## src/rtl/msg_stage_pkg.sv

```systemverilog
package msg_stage_pkg;
  typedef enum logic [2:0] {
    ADDR_CMD  = 3'd0,
    ADDR_GO   = 3'd1,
    ADDR_DROP = 3'd2,
    ADDR_RSP  = 3'd3,
    ADDR_STAT = 3'd4
  } reg_addr_e;

  localparam int unsigned STAT_BUSY_BIT = 16;
  localparam int unsigned STAT_OVF_BIT  = 17;
  localparam int unsigned STAT_UDF_BIT  = 18;
endpackage

```

## src/rtl/msg_stage_fifo.sv

```systemverilog
module msg_stage_fifo #(
  parameter int unsigned W     = 32,
  parameter int unsigned DEPTH = 8,
  localparam int unsigned PW   = $clog2(DEPTH),
  localparam int unsigned CW   = $clog2(DEPTH + 1)
) (
  input  logic          clk_i,
  input  logic          rst_ni,
  input  logic          flush_i,
  input  logic          push_i,
  input  logic [W-1:0]  data_i,
  input  logic          pop_i,
  output logic [W-1:0]  data_o,
  output logic [CW-1:0] count_o,
  output logic          full_o,
  output logic          empty_o
);
  logic [W-1:0]  mem [DEPTH];
  logic [PW-1:0] wptr_q, rptr_q;
  logic [CW-1:0] cnt_q;
  logic          do_push, do_pop;

  assign full_o  = (cnt_q == CW'(DEPTH));
  assign empty_o = (cnt_q == '0);
  assign do_push = push_i && !full_o && !flush_i;
  assign do_pop  = pop_i && !empty_o && !flush_i;
  assign data_o  = mem[rptr_q];
  assign count_o = cnt_q;

  always_ff @(posedge clk_i or negedge rst_ni) begin
    if (!rst_ni) begin
      wptr_q <= '0;
      rptr_q <= '0;
      cnt_q  <= '0;
    end else if (flush_i) begin
      wptr_q <= '0;
      rptr_q <= '0;
      cnt_q  <= '0;
    end else begin
      if (do_push) wptr_q <= PW'(wptr_q + 1'b1);
      if (do_pop)  rptr_q <= PW'(rptr_q + 1'b1);
      case ({do_push, do_pop})
        2'b10:   cnt_q <= cnt_q + 1'b1;
        2'b01:   cnt_q <= cnt_q - 1'b1;
        default: cnt_q <= cnt_q;
      endcase
    end
  end

  always_ff @(posedge clk_i) begin
    if (do_push) mem[wptr_q] <= data_i;
  end
endmodule

```

## src/rtl/msg_stage_banks.sv

```systemverilog
module msg_stage_banks #(
  parameter int unsigned W     = 32,
  parameter int unsigned DEPTH = 8,
  localparam int unsigned CW   = $clog2(DEPTH + 1)
) (
  input  logic          clk_i,
  input  logic          rst_ni,
  input  logic          stage_i,
  input  logic [W-1:0]  stage_data_i,
  input  logic          release_i,
  input  logic          discard_i,
  output logic          out_valid_o,
  input  logic          out_ready_i,
  output logic [W-1:0]  out_data_o,
  output logic [CW-1:0] fill_cnt_o,
  output logic          fill_full_o,
  output logic          draining_o
);
  logic          fill_sel_q;
  logic [W-1:0]  head  [2];
  logic [CW-1:0] cnt   [2];
  logic          full  [2];
  logic          empty [2];

  for (genvar b = 0; b < 2; b++) begin : g_bank
    msg_stage_fifo #(.W(W), .DEPTH(DEPTH)) u_fifo (
      .clk_i   (clk_i),
      .rst_ni  (rst_ni),
      .flush_i (discard_i && (fill_sel_q == 1'(b))),
      .push_i  (stage_i && (fill_sel_q == 1'(b))),
      .data_i  (stage_data_i),
      .pop_i   (out_ready_i && (fill_sel_q != 1'(b))),
      .data_o  (head[b]),
      .count_o (cnt[b]),
      .full_o  (full[b]),
      .empty_o (empty[b])
    );
  end

  logic drain_sel;
  assign drain_sel   = ~fill_sel_q;
  assign draining_o  = !empty[drain_sel];
  assign out_valid_o = draining_o;
  assign out_data_o  = head[drain_sel];
  assign fill_cnt_o  = cnt[fill_sel_q];
  assign fill_full_o = full[fill_sel_q];

  // swap roles only when the previous batch is fully out
  always_ff @(posedge clk_i or negedge rst_ni) begin
    if (!rst_ni) fill_sel_q <= 1'b0;
    else if (release_i && empty[drain_sel] && !empty[fill_sel_q])
      fill_sel_q <= ~fill_sel_q;
  end
endmodule

```

## src/rtl/msg_stage_if.sv

```systemverilog
module msg_stage_if
  import msg_stage_pkg::*;
#(
  parameter int unsigned DEST_W    = 4,
  parameter int unsigned PAY_W     = 28,
  parameter int unsigned CMD_DEPTH = 8,
  parameter int unsigned RSP_DEPTH = 4,
  parameter int unsigned RSP_W     = 32,
  localparam int unsigned CMD_W    = DEST_W + PAY_W,
  localparam int unsigned CCW      = $clog2(CMD_DEPTH + 1),
  localparam int unsigned RCW      = $clog2(RSP_DEPTH + 1)
) (
  input  logic              clk_i,
  input  logic              rst_ni,
  input  logic              reg_we_i,
  input  logic              reg_re_i,
  input  logic [2:0]        reg_addr_i,
  input  logic [31:0]       reg_wdata_i,
  output logic [31:0]       reg_rdata_o,
  output logic              cmd_valid_o,
  input  logic              cmd_ready_i,
  output logic [DEST_W-1:0] cmd_dest_o,
  output logic [PAY_W-1:0]  cmd_payload_o,
  input  logic              rsp_valid_i,
  output logic              rsp_ready_o,
  input  logic [RSP_W-1:0]  rsp_data_i
);
  logic             cmd_wr, go_wr, drop_wr, stat_wr, rsp_rd;
  logic [CCW-1:0]   fill_cnt;
  logic             fill_full, draining;
  logic [CMD_W-1:0] out_word;
  logic [RSP_W-1:0] rsp_head;
  logic [RCW-1:0]   rsp_cnt;
  logic             rsp_full, rsp_empty;
  logic             ovf_q, udf_q;
  logic [31:0]      status_w;

  assign cmd_wr  = reg_we_i && (reg_addr_i == ADDR_CMD);
  assign go_wr   = reg_we_i && (reg_addr_i == ADDR_GO);
  assign drop_wr = reg_we_i && (reg_addr_i == ADDR_DROP);
  assign stat_wr = reg_we_i && (reg_addr_i == ADDR_STAT);
  assign rsp_rd  = reg_re_i && (reg_addr_i == ADDR_RSP);

  msg_stage_banks #(.W(CMD_W), .DEPTH(CMD_DEPTH)) u_banks (
    .clk_i        (clk_i),
    .rst_ni       (rst_ni),
    .stage_i      (cmd_wr),
    .stage_data_i (reg_wdata_i[CMD_W-1:0]),
    .release_i    (go_wr),
    .discard_i    (drop_wr),
    .out_valid_o  (cmd_valid_o),
    .out_ready_i  (cmd_ready_i),
    .out_data_o   (out_word),
    .fill_cnt_o   (fill_cnt),
    .fill_full_o  (fill_full),
    .draining_o   (draining)
  );

  assign cmd_dest_o    = out_word[CMD_W-1 -: DEST_W];
  assign cmd_payload_o = out_word[PAY_W-1:0];

  msg_stage_fifo #(.W(RSP_W), .DEPTH(RSP_DEPTH)) u_rsp (
    .clk_i   (clk_i),
    .rst_ni  (rst_ni),
    .flush_i (1'b0),
    .push_i  (rsp_valid_i),
    .data_i  (rsp_data_i),
    .pop_i   (rsp_rd),
    .data_o  (rsp_head),
    .count_o (rsp_cnt),
    .full_o  (rsp_full),
    .empty_o (rsp_empty)
  );
  assign rsp_ready_o = !rsp_full;

  always_comb begin
    status_w                = '0;
    status_w[7:0]           = 8'(fill_cnt);
    status_w[15:8]          = 8'(rsp_cnt);
    status_w[STAT_BUSY_BIT] = draining;
    status_w[STAT_OVF_BIT]  = ovf_q;
    status_w[STAT_UDF_BIT]  = udf_q;
  end

  // sticky flags: a set in the same cycle wins over a clear
  always_ff @(posedge clk_i or negedge rst_ni) begin
    if (!rst_ni) begin
      ovf_q <= 1'b0;
      udf_q <= 1'b0;
    end else begin
      ovf_q <= (cmd_wr && fill_full) ||
               (ovf_q && !(stat_wr && reg_wdata_i[STAT_OVF_BIT]));
      udf_q <= (rsp_rd && rsp_empty) ||
               (udf_q && !(stat_wr && reg_wdata_i[STAT_UDF_BIT]));
    end
  end

  always_ff @(posedge clk_i or negedge rst_ni) begin
    if (!rst_ni) reg_rdata_o <= '0;
    else if (reg_re_i) begin
      case (reg_addr_i)
        ADDR_RSP:  reg_rdata_o <= rsp_empty ? '0 : 32'(rsp_head);
        ADDR_STAT: reg_rdata_o <= status_w;
        default:   reg_rdata_o <= '0;
      endcase
    end
  end
endmodule

```

## config.mk

```make
export PLATFORM = sky130hd
export DESIGN_NAME = msg_stage_if
export DESIGN_NICKNAME = d
export VERILOG_FILES = /design/src/rtl/msg_stage_pkg.sv /design/src/rtl/msg_stage_fifo.sv /design/src/rtl/msg_stage_banks.sv /design/src/rtl/msg_stage_if.sv
export SDC_FILE = /design/constraint.sdc
export NUM_CORES = 1
export LEC_CHECK = 0
export ABC_AREA = 1
export ABC_CLOCK_PERIOD_IN_PS = 4300
export CORE_UTILIZATION = 40
export CTS_CLUSTER_SIZE = 24
export DETAILED_ROUTE_END_ITERATION = 12
export GPL_TIMING_DRIVEN = 0
export HOLD_SLACK_MARGIN = 0.02
export SLEW_MARGIN = 20
export SYNTH_ARGS = -nofsm -noshare
export SYNTH_HDL_FRONTEND = slang
export SYNTH_HIERARCHICAL = 1
export SYNTH_SLANG_ARGS = --single-unit
```

## constraint.sdc

```tcl
create_clock -name clk_i -period 4.3 [get_ports clk_i]
set_input_delay 1.075 -clock clk_i [delete_from_list [all_inputs] [get_ports clk_i]]
set_output_delay 1.075 -clock clk_i [all_outputs]
set_load 0.02 [all_outputs]
```

==> flow_summary.ini <==
[global_routing]
grt_usage_pct = 20.9
overflow = 0
grt_pass1_wl_um = 115000
grt_max_degree = 33
antenna_found_initial = 5
grt_pass1_vias = 19200

[sta]
rsz0062_at_grt = false
worst_hold_slack_ns = 0.395
finalCriticalPeriod_ns = 4.22
slew-limit-headroom_pct = 34.3
hold_viol_final = 0
tightest_slew_ns = 0.982
max_freq_mhz = 237
fin_skew_ns = 0.0216
fin_crit_sh_pct = 98.0
fin_ws_ns = 0.0848
maxSlewViolCount = 0
setup_viol = 0

[logic_synthesis]
yosys.area.top_type = edfxtp_1
synth_seq_cells = 702
synth_area_mm2 = 0.0288
yosys_warnings = 6
postSynthAreaPerCell_um2 = 12.0
synthCells = 2409
synth.distinct_cells = 39
synth_top_area_share_pct = 66.7
yosys-top-cells-area = edfxtp_1 (67%), nand2_1 (5.9%), nor2_1 (5.5%), dfrtp_1 (5.4%), o21ai_0 (4.8%)
ys_seq_area_share_pct = 72.0

[setup_path]
crit_required_ns = 3.22
crit_fanout = 10
criticalPathCategory = reg -> out
end_kind = output pin
critPathLaunchType = register
cp_data_arrival_time_ns = 3.14

[power]
switchingPower_w = 0.00720
total_leakage_power_nw = 12.4
power_frac_comb_pct = 31.9
power_density_mw_per_mm2 = 604
p_int_w = 0.0136
ir_drop_mv = 0.441
power_frac_seq_pct = 37.9
power.share.clock_pct = 30.2
p_sw_share_pct = 34.6

[routing]
dr_wl_met3_um = 5170
dr_wl_met2_um = 38300
top_layer_used = met5
route.detailed.drc = 0
totalWireLength_um = 76500
drtIter0Drc = 1549
via_per_inst = 5.27
wl_per_cell_um = 21.0
antenna_left = 0
drt-met1-wl_um = 30900
first_pass_iters = 7
dr_total_vias = 19200

[floorplan]
die_w_um = 270
core_area_mm2 = 0.0714
die_area_mm2 = 0.0732
die_h_um = 270
initial_core_util_pct = 40.4
io_pins = 139
rows = 98

[clock_network]
cts_buffers = 76
max-clock-path-buffers = 3
h-tree-depth = 3
cts_tree = done
cts.sinks = 702
clk_latency_ns = 0.62
path_clk_slew_ns = 0.06
cts-hold-fix-buffers = 0
clockRootBuffer = clkbuf_16

[placed_design]
dp_hpwl_um = 52700
port_buffers = 138
place_congestion = 0.818
place_ws_ns = 0.127

[job]
cap_violations = 0

[hold_path]
hp-class = in -> async

[cells_and_area]
mostFrequentLayoutCell = edfxtp_1
final_nets = 2736
fill_cells = 6239
multi_input_area_mm2 = 0.00704
layout_common_cells = edfxtp_1 (640), nand2_1 (454), nor2_1 (403), o21ai_0 (276), clkdlybuf4s50_1 (135)
seqCellArea_mm2 = 0.0208
n_antenna_cell = 0
syn_to_final_growth_pct = 19.6
layout-drive-gt1-share_pct = 11.4

[outcome]
status = finished clean
-- what timing repair did --
| action | CTS | global route |
|---|---|---|
| buffers inserted | 0 | 0 |
| endpoints found under the setup margin | 29 | 24 |
| gates resized for setup | 2 | 14 |
| gates cloned | 0 | 0 |
-- synthesized netlist by cell type, drive strengths merged --
cell	number
inv	68
a31oi	64
clkinv	2
nand4	11
clkbuf	44
buf	94
nor2	430
fa	3
o22ai	32
nor3b	2
o21a	2
xnor2	3
a21oi	77
dfrtp	62
nor3	2
nand3	26
conb	1
edfxtp	640
a21boi	1
ha	12
nand2	472
o21ai	361
-- per-layer routing --
layer / vias to the layer above / global-route usage [%]
met1: 9444 / 26.2
met3: 144 / 3.99
met5: - / 0
met2: 684 / 36.4
met4: 8 / 6.63
li1: 8957 / -
-- logic make-up (layout without fill, tap and decap cells) --
logic type	after synthesis	after routing	share of synthesized area [%]
AOI/OAI and AO/OA	537	537	10.1
xor gates and xnor gates	3	3	0.0912
adders and majority gates	15	15	0.729
buffers and inverters	208	499	4.10
DFF	702	702	72.0
other	1	3	0.0130
and+or+nand+nor	943	943	12.9
-- worst max-delay path: stages, from the launching register on --
cell             delay [ns]
dfrtp_1                0.65
clkinv_2               0.37
clkbuf_1               0.37
a31oi_1                0.29
nand2_1                0.13
nand2_1                0.11
clkdlybuf4s50_1        0.61
-- stage by stage --
step | instances | utilization, % | setup TNS (ns) | instance area (µm²) | power, W
after floorplan | 2411 | - | 0 | 28800 | 0.0119
after global placement | 3499 | 44.0 | -841.85 | 31400 | 0.0145
after detailed placement | 3520 | 44.9 | 0 | 32100 | 0.0147
after CTS | 3652 | 48.3 | 0 | 34500 | 0.0210
after global routing | 3652 | 48.3 | 0 | 34500 | 0.0218
final | 3652 | 48.3 | 0 | 34500 | 0.0208
-- flip-flops by register name, indices dropped and copies added (netlist names) --
signal / count
u_banks/g_bank.u_fifo/mem: 512
u_banks/g_bank.u_fifo/count_o: 8
u_rsp/count_o: 3
reg_rdata_o: 32
u_banks/fill_sel_q: 1
ovf_q: 1
u_rsp/mem: 128
u_rsp/wptr_q: 2
u_banks/g_bank.u_fifo/wptr_q: 6
u_banks/g_bank.u_fifo/rptr_q: 6
udf_q: 1
u_rsp/rptr_q: 2
-- area by class of cell --
class	instances	area share [%]
sequential	702	60.2
multi-input combinational	1501	20.4
clock buffer	93	5.82
timing repair buffer	159	5.52
tap	950	3.45
buffer	138	2.70
clock inverter	39	1.11
inverter	70	0.769
-- power groups by stage --
stage	logic (W)	registers, W	clock network, W
floorplan	0.00392	0.00797	0
global placement	0.00646	0.00802	0
detailed placement	0.00665	0.00802	0
CTS	0.00668	0.00788	0.00641
global route	0.00726	0.00790	0.00666
finish	0.00665	0.00788	0.00629
-- path summary, 6_finish.rpt --
| path | to | cells after the start | startpoint | slack (ns) |
|---|---|---|---|---|
| worst max-delay path | cmd_payload_o[27] | 6 | u_banks/g_bank[0].u_fifo/rptr_q[2]$_DFFE_PN0P_ | 0.08 |
| worst min-delay path | reg_rdata_o[5]$_DFFE_PN0P_ | 1 | rst_ni | 0.40 |
| worst max register to register | u_banks/g_bank[1].u_fifo/mem[0][21]$_DFFE_PP_ | 10 | u_banks/fill_sel_q$_DFFE_PN0P_ | 1.51 |
| worst min register to register | udf_q$_DFF_PN0_ | 2 | udf_q$_DFF_PN0_ | 0.48 |
| max in group asynchronous | u_banks/g_bank[0].u_fifo/wptr_q[0]$_DFFE_PN0P_ | 2 | rst_ni | 3.35 |
| min in group clk_i | udf_q$_DFF_PN0_ | 2 | udf_q$_DFF_PN0_ | 0.48 |
Note: power is estimated with default switching activity, not from simulation.
